--- src/rtl/ptr_seq_pkg.sv ---
// Package: shared phase type and the fixed start-up command list.
// Assumes commands are DATA_W = 8 bits wide.
package ptr_seq_pkg;

    typedef enum logic [1:0] {
        PH_OFF    = 2'd0,
        PH_INIT   = 2'd1,
        PH_STREAM = 2'd2
    } phase_t;

    localparam int unsigned CMD_COUNT = 4;

    // Returns the start-up command at position idx (device order matters).
    function automatic logic [7:0] cmd_at(input int unsigned idx);
        case (idx)
            0:       return 8'hF5;
            1:       return 8'hF2;
            2:       return 8'hF8;
            default: return 8'hF4;
        endcase
    endfunction

endpackage

--- src/rtl/ptr_edge_det.sv ---
// Module: rising-edge detector for the device interrupt line.
// Assumes the input is already synchronous to clk.
module ptr_edge_det (
    input  logic clk,
    input  logic rst_n,
    input  logic sig_i,
    output logic rise_o
);
    logic sig_q;

    // Remember the previous sample of the line.
    always_ff @(posedge clk) begin
        if (!rst_n) sig_q <= 1'b0;
        else        sig_q <= sig_i;
    end

    assign rise_o = sig_i & ~sig_q;
endmodule

--- src/rtl/ptr_cmd_rom.sv ---
// Module: maps the command index to a command byte.
// Assumes idx stays below NUM_CMDS whenever the byte is used.
module ptr_cmd_rom #(
    parameter int IDX_W  = 3,
    parameter int DATA_W = 8
) (
    input  logic [IDX_W-1:0]  idx,
    output logic [DATA_W-1:0] cmd
);
    // Combinational lookup in the package command list.
    always_comb begin
        cmd = DATA_W'(ptr_seq_pkg::cmd_at(32'(idx)));
    end
endmodule

--- src/rtl/ptr_cmd_seq.sv ---
// Module: start-up command sequencer for a serial pointing device.
// Sends the fixed command list one byte per interrupt edge, gated by the
// active-low slave-enable status, then switches to receive mode.
// Assumes all inputs are synchronous to clk; en_req/dis_req are pulses.
module ptr_cmd_seq #(
    parameter int DATA_W   = 8,
    parameter int NUM_CMDS = ptr_seq_pkg::CMD_COUNT
) (
    input  logic              clk,
    input  logic              rst_n,
    input  logic              en_req,
    input  logic              dis_req,
    input  logic              dev_irq,
    input  logic              sel_n,
    output logic              tx_valid,
    output logic [DATA_W-1:0] tx_byte,
    output logic              req_o,
    output logic              rdy_o,
    output logic              link_on,
    output logic              rx_mode,
    output logic              irq_clr
);
    import ptr_seq_pkg::*;

    localparam int IDX_W = $clog2(NUM_CMDS + 1);
    localparam logic [IDX_W-1:0] LAST_IDX = IDX_W'(NUM_CMDS);

    phase_t            phase;
    logic [IDX_W-1:0]  idx;
    logic              pend;
    logic              irq_rise;
    logic [DATA_W-1:0] cur_cmd;

    ptr_edge_det u_edge (
        .clk    (clk),
        .rst_n  (rst_n),
        .sig_i  (dev_irq),
        .rise_o (irq_rise)
    );

    ptr_cmd_rom #(.IDX_W(IDX_W), .DATA_W(DATA_W)) u_rom (
        .idx (idx),
        .cmd (cur_cmd)
    );

    // Phase, index, hold-back flag and strobes; disable has top priority.
    always_ff @(posedge clk) begin
        if (!rst_n) begin
            phase    <= PH_OFF;
            idx      <= '0;
            pend     <= 1'b0;
            tx_valid <= 1'b0;
            tx_byte  <= '0;
            req_o    <= 1'b0;
            rdy_o    <= 1'b0;
            irq_clr  <= 1'b0;
        end else begin
            tx_valid <= 1'b0;
            irq_clr  <= 1'b0;
            if (dis_req) begin
                if (phase != PH_OFF) begin
                    phase <= PH_OFF;
                    idx   <= '0;
                    pend  <= 1'b0;
                    req_o <= 1'b0;
                    rdy_o <= 1'b0;
                end
            end else if (en_req && phase == PH_OFF) begin
                phase <= PH_INIT;
                idx   <= '0;
                pend  <= 1'b0;
                req_o <= 1'b1;
                rdy_o <= 1'b1;
            end else if (phase == PH_INIT) begin
                if (pend) begin
                    if (!sel_n) begin
                        tx_valid <= 1'b1;
                        tx_byte  <= cur_cmd;
                        idx      <= idx + 1'b1;
                        pend     <= 1'b0;
                        req_o    <= 1'b1;
                        rdy_o    <= 1'b1;
                        irq_clr  <= 1'b1;
                    end
                end else if (irq_rise) begin
                    if (idx == LAST_IDX) begin
                        phase   <= PH_STREAM;
                        idx     <= '0;
                        req_o   <= 1'b0;
                        rdy_o   <= 1'b1;
                        irq_clr <= 1'b1;
                    end else begin
                        pend <= 1'b1;
                    end
                end
            end
        end
    end

    assign link_on = (phase != PH_OFF);
    assign rx_mode = (phase == PH_STREAM);
endmodule

--- config.mk ---
export PLATFORM = sky130hd
export DESIGN_NAME = ptr_cmd_seq
export DESIGN_NICKNAME = d
export VERILOG_FILES = /design/src/rtl/ptr_seq_pkg.sv /design/src/rtl/ptr_edge_det.sv /design/src/rtl/ptr_cmd_rom.sv /design/src/rtl/ptr_cmd_seq.sv
export SDC_FILE = /design/constraint.sdc
export NUM_CORES = 1
export LEC_CHECK = 0
export BUFFER_PORTS_ARGS = -buffer_cell sky130_fd_sc_hd__buf_4
export CAP_MARGIN = 10
export CORE_MARGIN = 2
export CORE_UTILIZATION = 55
export DETAILED_ROUTE_END_ITERATION = 12
export PLACE_DENSITY = 0.81
export SLEW_MARGIN = 15
export SYNTH_ARGS = -nofsm -noshare
export SYNTH_HDL_FRONTEND = slang
export SYNTH_SLANG_ARGS = --single-unit
--- constraint.sdc ---
create_clock -name clk -period 2.3 [get_ports clk]
set_input_delay 0.23 -clock clk [delete_from_list [all_inputs] [get_ports clk]]
set_output_delay 0.23 -clock clk [all_outputs]
set_load 0.005 [all_outputs]
## Word level (Yosys, flattened, before mapping)

Index checks and enable logic that the tools add are counted.

- Magnitude comparators: 0
- Equality and inequality tests: 8
- Reductions and logical operators: 15
- Multiply operators: 0
- Shift operators: 0
- Bitwise gates (word level): 8
- $add $sub $neg: 1
- Divide/modulo/power cells: 0
- Muxes and demuxes: 41

Operators by type and width:

| kind | number |
|---|---|
| $mux 1 | 25 |
| $mux 3 | 8 |
| $reduce_and 5->1 | 3 |
| $mux 2 | 7 |
| $pmux 4 s3 | 1 |
| $reduce_bool 3->1 | 3 |
| $reduce_bool 4->1 | 2 |
| $not 1->1 | 7 |
| $reduce_or 5->1 | 1 |
| $ne 4x3->1 const B | 1 |
| $reduce_or 4->1 | 1 |
| $add 3x1->3 const B | 1 |
| $eq 3x1->1 const B | 1 |
| $eq 3x2->1 const B | 1 |
| $eq 3x3->1 const B | 1 |
| $logic_not 3->1 | 1 |
| $ne 3x2->1 const B | 1 |
| $eq 2x1->1 const B | 1 |
| $eq 2x2->1 const B | 1 |
| $logic_not 2->1 | 1 |
| $ne 2x1->1 const B | 1 |
| $reduce_and 2->1 | 1 |
| $reduce_bool 2->1 | 1 |
| $and 1x1->1 | 1 |
| $logic_and 1x1->1 | 1 |

- ROM bits: 0
- Memories: 0
- Register bits after elaboration: 19
- RAM bits: 0
- Bits in latches: 0
- Logic and storage cells: 82
- Output and inout bits: 14

## Depth between registers and ports, before layout

- Depth in word-level cells: 7
- Gate-level depth with buffers: 6
- Mapped depth without buffers: 6

## Cells and area by module

A second synthesis with hierarchy kept.

- Cells, all modules: 105
- Area total of the unflattened synthesis: 940.9 um2

By module, submodules not included:

| module | times used | sequential area each (um2) | area an instance (um2) | cells an instance |
|---|---|---|---|---|
| ptr_cmd_seq | 1 | 360.3 | 832.0 | 92 |
| ptr_cmd_rom | 1 | 0.0 | 68.8 | 10 |
| ptr_edge_det | 1 | 20.0 | 40.0 | 3 |

## Least setup slack after synthesis

OpenSTA, ideal clock, no wires.

- Path type: reg2reg
- Start: register idx[0]
- End: register idx[1]
- Stages on the path, launching flop included: 7
- Setup time: 72 ps
- Arrival: 1451 ps
- Slack: 777 ps
- Path through: dfxtp_1 inv_1 ha_1 nand4b_1 nor2_1 o31ai_2 mux2i_1

- Longest elaborated chain between the ends: 6
- Elaborated cells on any way between the ends: 9

RTL lines:

| what | line | text |
|---|---|---|
| start: declaration | ptr_cmd_seq.sv:29 | `logic [IDX_W-1:0] idx;` |
| start signal: assignment | ptr_cmd_seq.sv:79 | `idx <= idx + 1'b1;` |
| $add 3x1->3 | ptr_cmd_seq.sv:79 |  |
| $mux 3 | ptr_cmd_seq.sv:76 | `if (!sel_n) begin` |
| $mux 3 | ptr_cmd_seq.sv:75 | `if (pend) begin` |
| $mux 3 | ptr_cmd_seq.sv:74 | `end else if (phase == PH_INIT) begin` |
| $mux 3 | ptr_cmd_seq.sv:68 | `end else if (en_req && phase == PH_OFF) begin` |
| $mux 3 | ptr_cmd_seq.sv:60 | `if (dis_req) begin` |

Parallel ways exist; a longest one is shown, timed or not. The select of a mux whose other input is x is not followed.
A chain may end at the register's enable or synchronous reset.

## Worst setup path after layout

Same ends and word-level chain as after synthesis.

==> impl_metrics.json <==
{
  "grt_usage_pct": 19.60,
  "wl_um": 1674,
  "synth_xor_area_share_pct": 0,
  "skew_ns": 0.002291,
  "antenna_found_initial": 0,
  "met3_length_um": 101,
  "synth_common_cells": "dfxtp_1 (16), nor2_1 (9), nand2_1 (8)",
  "drtPass1Iterations": 4,
  "cts-root-buf": "clkbuf_4",
  "yosysUniqueCellTypes": 36,
  "grt_max_degree": 14,
  "min_path_cells": 2,
  "syn_to_final_growth_pct": 17.90,
  "hold_start": "dev_irq",
  "place_inst": 124,
  "slowest_delay_ns": 0.49,
  "worstSetupPathType": "reg2reg",
  "setup_slack_ns": 0.5179,
  "htreeDepth": 1,
  "postCtsHoldBufs": 0,
  "synth_top_area_share_pct": 37.87,
  "clk_pin_slew_worst_paths_ns": 0.09,
  "period_needed_ns": 1.782,
  "synth_compound_area_share_pct": 17.01,
  "core_mm2": 0.001471,
  "worst_setup_path_start_kind": "flop",
  "first_iter_violations": 14,
  "dieArea_mm2": 0.001868,
  "numClockSinks": 16,
  "crit_start": "idx[0]$_SDFFE_PN0P_",
  "postCtsSetupBuffers": 0,
  "fin_crit_sh_pct": 77.48,
  "start_util_pct": 57.48,
  "num_rows": 14,
  "ios": 20,
  "critical_path_arrival_ns": 2.01,
  "peakVddDrop_uv": 359.1,
  "async_flop_share_pct": 0,
  "clockPowerShare_pct": 36.0,
  "wl_met2_um": 758,
  "drive_gt1_share_pct": 24.11,
  "p_int_mw": 0.4036,
  "cts_tree": "yes",
  "clock.fmax_ghz": 0.5611,
  "cts_resized": 0,
  "grt_pass1_vias": 637,
  "synth-simple-area-share_pct": 28.99,
  "synth_cells": 96,
  "die_y_um": 43.22,
  "post-route-drc-count": 0,
  "clock_latency_ns": 0.29,
  "nets": 123,
  "tightest_slew_ns": 0.5299,
  "yosysMostFrequentCell": "dfxtp_1",
  "setup_viol": 0,
  "finalWeightedCongestion": 0.8225,
  "avgSynthCellArea_um2": 8.811,
  "grt_pass1_wl_um": 2773,
  "vias": 730,
  "power_mw": 0.5265,
  "cap_violations": 0,
  "worst_hold_path_type": "in2reg",
  "synth.ff_latch_count": 16,
  "yosysSeqAreaShare_pct": 37.87,
  "synth_edf_count": 0,
  "r2r-start": "idx[0]$_SDFFE_PN0P_",
  "clock_path_buffers": 2,
  "synthesis.nets": 106,
  "antenna_cells": 0,
  "wl_per_cell_um": 13.08,
  "synth_warnings": 0,
  "crit_slowest_cell": "o31ai_2",
  "port_buffers": 19,
  "pwr-share-seq_pct": 54.5,
  "synthMuxAreaShare_pct": 2.367,
  "fin_cells": 128,
  "p_switching_mw": 0.1228,
  "powerDensity_mw_per_mm2": 527.9,
  "grt_overflow": 0,
  "detailedPlace.worstSlack_ns": 0.5427,
  "rsz0062_at_grt": "false",
  "synth_fa_ha_area_share_pct": 5.917,
  "required_ns": 2.53,
  "relSlewSlack_pct": 64.40,
  "dp_hpwl_um": 1279,
  "swShare_pct": 23.33,
  "fin_setup_tns_ns": 0,
  "top_layer": "met4",
  "netlist_area_um2": 845.8,
  "chipWidth_um": 43.22,
  "cts_made_buffers": 3,
  "status": "finished, final reports clean",
  "finalMaxSlewViolations": 0,
  "synth_ff_type": "dfxtp_1",
  "path_cells": "inv_1 -> ha_1 -> nand4b_1 -> nor2_1 -> o31ai_2 -> mux2i_1",
  "endpoint_kind": "flop",
  "viasPerCell": 5.703,
  "hold_violations": 0,
  "fin_area_um2": 997.2,
  "synth_area_leaders": "dfxtp_1 (38%), ha_1 (5.9%), nor2_1 (4.0%)",
  "path_max_fanout": 5,
  "power_frac_comb_pct": 9.5,
  "leakage_nw": 0.4064,
  "wirelength_met1_um": 779,
  "worstRegToRegCells": 6,
  "yosysTopAreaCell": "dfxtp_1",
  "synth_top_family_by_area": "simple AND/OR/NAND/NOR gates",
  "antenna_left": 0,
  "place_area_um2": 960.9
}
[power groups by stage]
| stage | Clock [mW] | Combinational (mW) | Sequential [mW] |
|---|---|---|---|
| finish | 0.190 | 0.0502 | 0.287 |
| global route | 0.203 | 0.0545 | 0.288 |
| CTS | 0.194 | 0.0501 | 0.287 |
| detailed placement | 0 | 0.0499 | 0.293 |
| global placement | 0 | 0.0493 | 0.293 |
| floorplan | 0 | 0.0332 | 0.291 |
[kinds of logic after synthesis]
family,after synthesis
muxes,2
adders and majority gates,4
buffers and inverters,12
AOI/OAI and AO/OA,19
DFF,16
and+or+nand+nor,43
[stage by stage]
stage / hold slack, ns / utilization [%]
after floorplan: 0.3517 / -
after global placement: 0.4440 / 65.31
after detailed placement: 0.4461 / 65.31
after CTS: 0.1616 / 67.77
after global routing: 0.1739 / 67.77
final: 0.1578 / 67.77
[cells in the final DEF, fill, tap and decap left out, types with 2 or more instances in the layout]
| master | instances |
|---|---|
| buf_4 | 19 |
| dfxtp_1 | 16 |
| nor2_1 | 9 |
| nand2_1 | 8 |
| inv_1 | 5 |
| nand2b_1 | 5 |
| a21oi_1 | 5 |
| ha_1 | 4 |
| nor2b_1 | 3 |
| nand3b_1 | 3 |
| a21boi_0 | 3 |
| clkbuf_4 | 3 |
| nand4_1 | 2 |
| mux2i_1 | 2 |
| o31ai_1 | 2 |
| nor4_1 | 2 |
| nor3b_1 | 2 |
| nor4b_1 | 2 |
[worst paths after layout]
path / slack, ns / endpoint
setup / recovery: 0.52 / idx[1]$_SDFFE_PN0P_
hold / removal: 0.16 / u_edge.sig_q$_SDFF_PN0_
setup reg to reg: 0.52 / idx[1]$_SDFFE_PN0P_
hold reg to reg: 0.46 / rdy_o$_SDFFE_PN0P_
[final cells by class]
class / instances / area, µm²
multi-input cells: 68 / 459.2
clock buffers: 4 / 36.28
well taps: 16 / 20.02
fillers: 123 / 474.2
inverters: 5 / 18.77
flip-flops and latches: 16 / 320.3
repair buffers: 19 / 142.6
[flip-flops by register name (all words and copies together), names as in the netlist]
register	cells
u_edge.sig_q	1
idx	3
tx_byte	5
phase	2
irq_clr	1
pend	1
rdy_o	1
tx_valid	1
req_o	1
[routing by layer]
layer	vias up	track usage (%)
met5	-	0
met4	0	10.30
met3	5	3.404
met2	24	29.25
met1	336	26.72
li1	365	-
[critical path, delay by kind of cell (launching register included)]
| kind | cells | cell delay [ns] |
|---|---|---|
| AOI/OAI and AO/OA | 1 | 0.49 |
| adders and majority gates | 1 | 0.25 |
| buffers and inverters | 1 | 0.09 |
| DFF | 1 | 0.39 |
| muxes | 1 | 0.22 |
| and+or+nand+nor | 2 | 0.28 |
(Power assumes the default switching activity.)
